$ cat src/rtl/vlseq_pkg.sv
package vlseq_pkg;

   typedef enum logic {
      SEQ_IDLE = 1'b0,
      SEQ_RUN  = 1'b1
   } seq_state_e;

endpackage

$ cat src/rtl/vlseq_split.sv
// Splits a trip count into the first piece length and the number of
// full-length pieces that follow it.
module vlseq_split #(
   parameter int N_W = 16,
   parameter int MVL = 64
) (
   input  logic [N_W-1:0]          trip,
   output logic [$clog2(MVL):0]    first_len,
   output logic [N_W-$clog2(MVL)-1:0] tail_cnt,
   output logic                    empty
);
   localparam int LG    = $clog2(MVL);
   localparam int LEN_W = LG + 1;
   localparam int CNT_W = N_W - LG;

   assign empty = (trip == '0);

   generate
      if (LG == 0) begin : g_unit
         assign first_len = 1'b1;
         assign tail_cnt  = trip - 1'b1;
      end else begin : g_pow
         logic [LG-1:0]    rem;
         logic [CNT_W-1:0] full;
         assign rem  = trip[LG-1:0];
         assign full = trip[N_W-1:LG];
         always_comb begin
            if (rem != '0) begin
               first_len = {1'b0, rem};
               tail_cnt  = full;
            end else begin
               first_len = LEN_W'(MVL);
               tail_cnt  = full - 1'b1;
            end
         end
      end
   endgenerate

endmodule

$ cat src/rtl/vlseq_cursor.sv
// Holds the current piece and steps it forward on acknowledge.
module vlseq_cursor #(
   parameter int N_W = 16,
   parameter int MVL = 64
) (
   input  logic                       clk,
   input  logic                       rst_n,
   input  logic                       load,
   input  logic                       step,
   input  logic [$clog2(MVL):0]       first_len,
   input  logic [N_W-$clog2(MVL)-1:0] tail_in,
   output logic [N_W-1:0]             low,
   output logic [$clog2(MVL):0]       len,
   output logic                       last
);
   localparam int LG    = $clog2(MVL);
   localparam int LEN_W = LG + 1;
   localparam int CNT_W = N_W - LG;

   logic [CNT_W-1:0] tail_q;

   always_ff @(posedge clk) begin
      if (!rst_n) begin
         low    <= '0;
         len    <= '0;
         tail_q <= '0;
      end else if (load) begin
         low    <= N_W'(1);
         len    <= first_len;
         tail_q <= tail_in;
      end else if (step) begin
         low    <= low + N_W'(len);
         len    <= LEN_W'(MVL);
         tail_q <= tail_q - 1'b1;
      end
   end

   assign last = (tail_q == '0);

endmodule

$ cat src/rtl/vlseq_top.sv
module vlseq_top #(
   parameter int N_W = 16,
   parameter int MVL = 64
) (
   input  logic                 clk,
   input  logic                 rst_n,
   input  logic                 start,
   input  logic [N_W-1:0]       trip_count,
   input  logic                 chunk_ack,
   output logic                 chunk_valid,
   output logic [N_W-1:0]       chunk_low,
   output logic [$clog2(MVL):0] chunk_len,
   output logic                 chunk_last,
   output logic                 done
);
   import vlseq_pkg::*;

   localparam int LG    = $clog2(MVL);
   localparam int LEN_W = LG + 1;
   localparam int CNT_W = N_W - LG;

   generate
      if ((MVL < 1) || ((MVL & (MVL - 1)) != 0)) begin : g_bad_mvl
         $error("vlseq_top: MVL must be a power of two");
      end
      if (N_W <= LG) begin : g_bad_width
         $error("vlseq_top: N_W must exceed log2(MVL)");
      end
   endgenerate

   seq_state_e       state_q;
   logic             done_q;
   logic             accept, take, finish;
   logic [LEN_W-1:0] first_len;
   logic [CNT_W-1:0] tail_cnt;
   logic             empty;

   vlseq_split #(.N_W(N_W), .MVL(MVL)) u_split (
      .trip      (trip_count),
      .first_len (first_len),
      .tail_cnt  (tail_cnt),
      .empty     (empty)
   );

   assign accept = start && (state_q == SEQ_IDLE);
   assign take   = (state_q == SEQ_RUN) && chunk_ack;
   assign finish = take && chunk_last;

   vlseq_cursor #(.N_W(N_W), .MVL(MVL)) u_cursor (
      .clk       (clk),
      .rst_n     (rst_n),
      .load      (accept && !empty),
      .step      (take && !chunk_last),
      .first_len (first_len),
      .tail_in   (tail_cnt),
      .low       (chunk_low),
      .len       (chunk_len),
      .last      (chunk_last)
   );

   always_ff @(posedge clk) begin
      if (!rst_n) begin
         state_q <= SEQ_IDLE;
         done_q  <= 1'b0;
      end else begin
         done_q <= 1'b0;
         if (accept) begin
            if (empty) done_q  <= 1'b1;
            else       state_q <= SEQ_RUN;
         end else if (finish) begin
            state_q <= SEQ_IDLE;
            done_q  <= 1'b1;
         end
      end
   end

   assign chunk_valid = (state_q == SEQ_RUN);
   assign done        = done_q;


   hold_piece_chk: assert property (@(posedge clk) disable iff (!rst_n)
      (chunk_valid && !chunk_ack) |=>
         (chunk_valid && $stable(chunk_low) && $stable(chunk_len) && $stable(chunk_last)));


   len_range_chk: assert property (@(posedge clk) disable iff (!rst_n)
      chunk_valid |-> ((chunk_len != '0) && (chunk_len <= LEN_W'(MVL))));


   full_after_ack_chk: assert property (@(posedge clk) disable iff (!rst_n)
      (chunk_valid && chunk_ack && !chunk_last) |=> (chunk_valid && chunk_len == LEN_W'(MVL)));


   done_after_last_chk: assert property (@(posedge clk) disable iff (!rst_n)
      (chunk_valid && chunk_ack && chunk_last) |=> (done && !chunk_valid));


   done_excl_chk: assert property (@(posedge clk) disable iff (!rst_n)
      done |-> !chunk_valid);


   empty_run_chk: assert property (@(posedge clk) disable iff (!rst_n)
      (start && !chunk_valid && trip_count == '0) |=> (done && !chunk_valid));

endmodule

$ cat config.mk
export PLATFORM = sky130hd
export DESIGN_NAME = vlseq_top
export DESIGN_NICKNAME = d
export VERILOG_FILES = /design/src/rtl/vlseq_pkg.sv /design/src/rtl/vlseq_split.sv /design/src/rtl/vlseq_cursor.sv /design/src/rtl/vlseq_top.sv
export SDC_FILE = /design/constraint.sdc
export NUM_CORES = 1
export LEC_CHECK = 0
export BUFFER_PORTS_ARGS = -buffer_cell sky130_fd_sc_hd__buf_2
export CAP_MARGIN = 20
export CORE_MARGIN = 4
export CORE_UTILIZATION = 34
export CTS_CLUSTER_SIZE = 24
export DETAILED_ROUTE_END_ITERATION = 8
export PLACE_DENSITY = 0.6
export SLEW_MARGIN = 20
export SYNTH_ARGS = -nofsm -noshare
export SYNTH_HDL_FRONTEND = slang
export SYNTH_SLANG_ARGS = --single-unit
$ cat constraint.sdc
create_clock -name clk -period 2.7 [get_ports clk]
set_input_delay 0.27 -clock clk [delete_from_list [all_inputs] [get_ports clk]]
set_output_delay 0.27 -clock clk [all_outputs]
set_load 0.02 [all_outputs]
* After elaboration in Yosys (flattened, before gate mapping)
Index checks and enable logic that the tools add are counted.
Cells by class: add/sub/neg operators 3, eq/ne operators 1, mux-type cells 14, bitwise logic cells 2, reduce and logical (&&, ||, !) cells 14
Operators by type and width (count):
- 10-bit 2-to-1 mux | 3
- 7-bit 2-to-1 mux | 3
- 10-bit by 1-bit subtractor with 10-bit output, second input constant | 2
- 16-bit by 7-bit adder with 16-bit output | 1
- 16-bit logical NOT | 1
- 10-bit logical NOT | 1
- 1-bit 2-to-1 mux | 8
- 6-bit nonzero test | 1
- 1-bit logical AND | 5
- 2-bit nonzero test | 2
- 1-bit logical NOT | 2
- 2-bit != test, second input constant | 1
- 1-bit inverter | 2
- 2-bit AND reduction | 1
- 2-bit OR reduction | 1
Storage, ports and cells: flip-flop bits (word level) 35, input bits 20, output and inout port bits 26, logic and storage cells 40

* Longest topological paths before layout
depth in word-level cells 5, gate-level depth with buffers 9, depth with buffers taken out 7

* By module
Synthesis repeated with hierarchy kept, for this count alone.
Unflattened totals: cells, all modules 267, area, all modules 2204.6 um^2
Modules (own cells, without submodules):
- vlseq_cursor | times used 1, cells an instance 214, area an instance 1839.3 um^2, sequential area each 660.6 um^2
- vlseq_split | times used 1, cells an instance 41, area an instance 271.5 um^2, sequential area each 0.0 um^2
- vlseq_top | times used 1, cells an instance 12, area an instance 93.8 um^2, sequential area each 40.0 um^2

* Worst setup path before layout
Ideal clock, no wire load.
kind register -> register, start point reg u_cursor.low[0], end point reg u_cursor.low[14], setup time 132 ps, data arrival time 1977 ps, setup slack 591 ps, stages on the path, launching flop included 8, buffers on the path 0, clock period less this slack 2109 ps, path through dfxtp_1 -> ha_1 -> fa_1 -> a211oi_1 -> o21ai_0 -> a21oi_1 -> or4_1 -> a21oi_1
On the way: word-level cells in the longest chain between the ends 1
RTL lines:
- start, declared | line vlseq_cursor.sv:12 | output logic [N_W-1:0] low,
- start signal, assigned | line vlseq_cursor.sv:32 | low <= low + N_W'(len);
- 16-bit by 7-bit adder with 16-bit output | line vlseq_cursor.sv:32
Every way passes these cells. A chain may end at the register's enable or synchronous reset.

* Worst setup path after layout
Ends and elaborated chain as after synthesis.

==> reports/metrics.cfg <==
[cells_and_area]
drive_gt1_frac = 0.218
area_growth_syn_to_layout_pct = 19.4
insertedDiodeCount = 0
fin_nets = 323

[floorplanning]
ioPinCount = 46
die_w_um = 86.5
num_rows = 28
core_area_sq_um = 5960
initial_core_util = 0.351
die_area_sq_um = 7480
dieHeight_um = 86.5

[clocking]
cts_inserted_buffers = 5
clk_latency_ps = 280
cts_setup_buffers = 0
cts.clk_slew.worst_paths_ps = 70
root_buffer = clkbuf_8
clock_path_buffers = 2
cts.repair.resized = 0
cts_tree = built
htree_levels = 2
numClockSinks = 35
ctsHoldBuffers = 0

[detailed_routing]
ant_nets = 0
vias = 1986
drc = 0
drt_pass1_iterations = 5
drt_iter0_drc = 125
wl_met2_um = 2370
wl_met3_um = 280
wl_per_cell_um = 14.5
via_per_inst = 5.40
m1WireLength_um = 2620
routed_wl_um = 5320
top_layer = met4

[global_route]
grt_pass1_vias = 1912
antenna_found_initial = 0
grt_max_degree = 18
grtUsageTotal = 0.151
grt_pass1_wl_um = 9090
grt_remaining_overflow = 0

[logic_synthesis]
yosysSeqAreaShare = 0.335
synth_edf_count = 0
synth_area_leader_cell = dfxtp_1
yosysTopAreaCellShare = 0.335
synth_common_cells = dfxtp_1, nor2_1, nand2_1
syn-cell-area_sq_um = 2090
synthArstFlopShare = 0
synthesis.nets = 276
synth_cells = 245
ys_ff_latch = 35
synthTopCellsByArea = dfxtp_1, ha_1, xnor2_1, a21oi_1, nor2_1
synth_top_flop_cell = dfxtp_1
yosysMostFrequentCell = dfxtp_1
synth_cell_type_count = 50
ys_warn_count = 0
synth_area_per_cell_sq_um = 8.54

[power]
ir_drop_mv = 0.242
p_sw_frac = 0.301
power_w = 0.00124
intPower_w = 0.000868
seqPwrFrac = 0.461
p_switching_w = 0.000374
p_comb_frac = 0.193
cellPowerDensity_nw_per_um2 = 497
clkPwrFrac = 0.346
p_leak_nw = 1.01

[worst_setup_path]
crit_type = register to register
crit_arrival_ps = 2440
startpoint = u_cursor.low[0]
worst_r2r_startpoint = u_cursor.low[0]
critPathCaptureType = register
cp.required_ps = 2850
cp_max_fo = 8
start_kind = register

[sta]
max_freq_ghz = 0.438
report.final.setup_viol = 0
min_period_over_period = 0.846
worst_pin_slew_ps = 623
fin_setup_tns_ps = 0
fin_crit_ps = 2280
relSlewSlack = 0.581
finClkSkew_ps = 5.19
hold_viol = 0
final_max_slew_viol_count = 0
grt_setup_unrepaired = false

[flow_run]
drv_cap = 0

[status]
status = complete, no violations

[place]
numPortBuffers = 45
dp_hpwl_um = 4080
routabilityCongestion = 0.800

[hold_path]
hp-start = trip_count[5]
hp-class = input pin to register

## final timing paths
check | end | slack (ps) | cells after the start
setup / recovery | u_cursor.low[14] | 420 | 7
hold / removal | u_cursor.len[5] | 290 | 3
setup reg to reg | u_cursor.low[14] | 420 | 7
hold reg to reg | u_cursor.low[3] | 480 | 2
## critical path: stages (launching register included)
cell      delay (ps)
dfxtp_1          330
ha_1             240
fa_1             440
a211oi_1         300
o21ai_0          170
a21oi_1          420
or4_1            190
a21oi_1           60
## through the flow
stage / hold slack, ps / utilization / cells / setup slack (ps) / instance area (sq um)
finish: 287 / 0.420 / 368 / 416 / 2500
global route: 298 / 0.420 / 368 / 90.8 / 2500
CTS: 282 / 0.420 / 368 / 403 / 2500
detailed placement: 475 / 0.402 / 360 / 350 / 2390
global placement: 466 / 0.402 / 360 / 420 / 2390
floorplan: 433 / - / 245 / 591 / 2090
## cells by family after synthesis
logic type,Yosys count,share of synthesized area
mux,2,0.00956
compound gates,71,0.240
simple gates,93,0.239
xor+xnor,18,0.0753
flops,35,0.335
buf+inv,15,0.0317
fa+ha+maj,11,0.0693
## power by group through the flow
stage                     clock, W  combinational [W]  sequential [W]
after global placement           0           0.000239        0.000583
final                     0.000430           0.000240        0.000572
after global routing      0.000466           0.000267        0.000576
after floorplan                  0           0.000154        0.000591
after detailed placement         0           0.000239        0.000583
after CTS                 0.000440           0.000240        0.000571
## placed cells by master (no fill, tap or decap), types with 2 or more instances in the layout
cell type and count:
a2111oi_0 2, a211o_1 3, a211oi_1 10, a21o_1 2
a21oi_1 19, a22oi_1 6, and2_1 2, and3_1 2
buf_2 45, buf_4 3, clkbuf_8 7, dfxtp_1 35
ha_1 10, inv_1 7, mux2i_1 2, nand2_1 20
nand2b_1 4, nand3_1 5, nand4_1 6, nor2_1 22
nor3_1 11, nor4_1 3, o211ai_1 2, o21a_1 2
o21ai_0 10, o22ai_1 3, o31ai_1 3, or3_1 6
or4_1 3, xnor2_1 12, xor2_1 6
## flip-flops by register name (all words and copies together) (netlist names)
| signal | count |
|---|---|
| chunk_valid | 1 |
| done | 1 |
| u_cursor.len | 7 |
| u_cursor.low | 16 |
| u_cursor.tail_q | 10 |
## cell type report
type	count	area (sq um)
well taps	75	93.8
inverters	7	26.3
fillers	617	3460
clock inverters	1	7.51
flip-flops and latches	35	701
multi-input cells	195	1330
clock buffers	7	96.3
repair buffers	48	248
## metal layers
| metal | vias up | GRT usage |
|---|---|---|
| li1 | 1020 | - |
| met1 | 916 | 0.215 |
| met2 | 45 | 0.232 |
| met3 | 5 | 0.0342 |
| met4 | 0 | 0.0382 |
| met5 | - | 0 |
No activity file was read; power rests on OpenSTA's default activity.
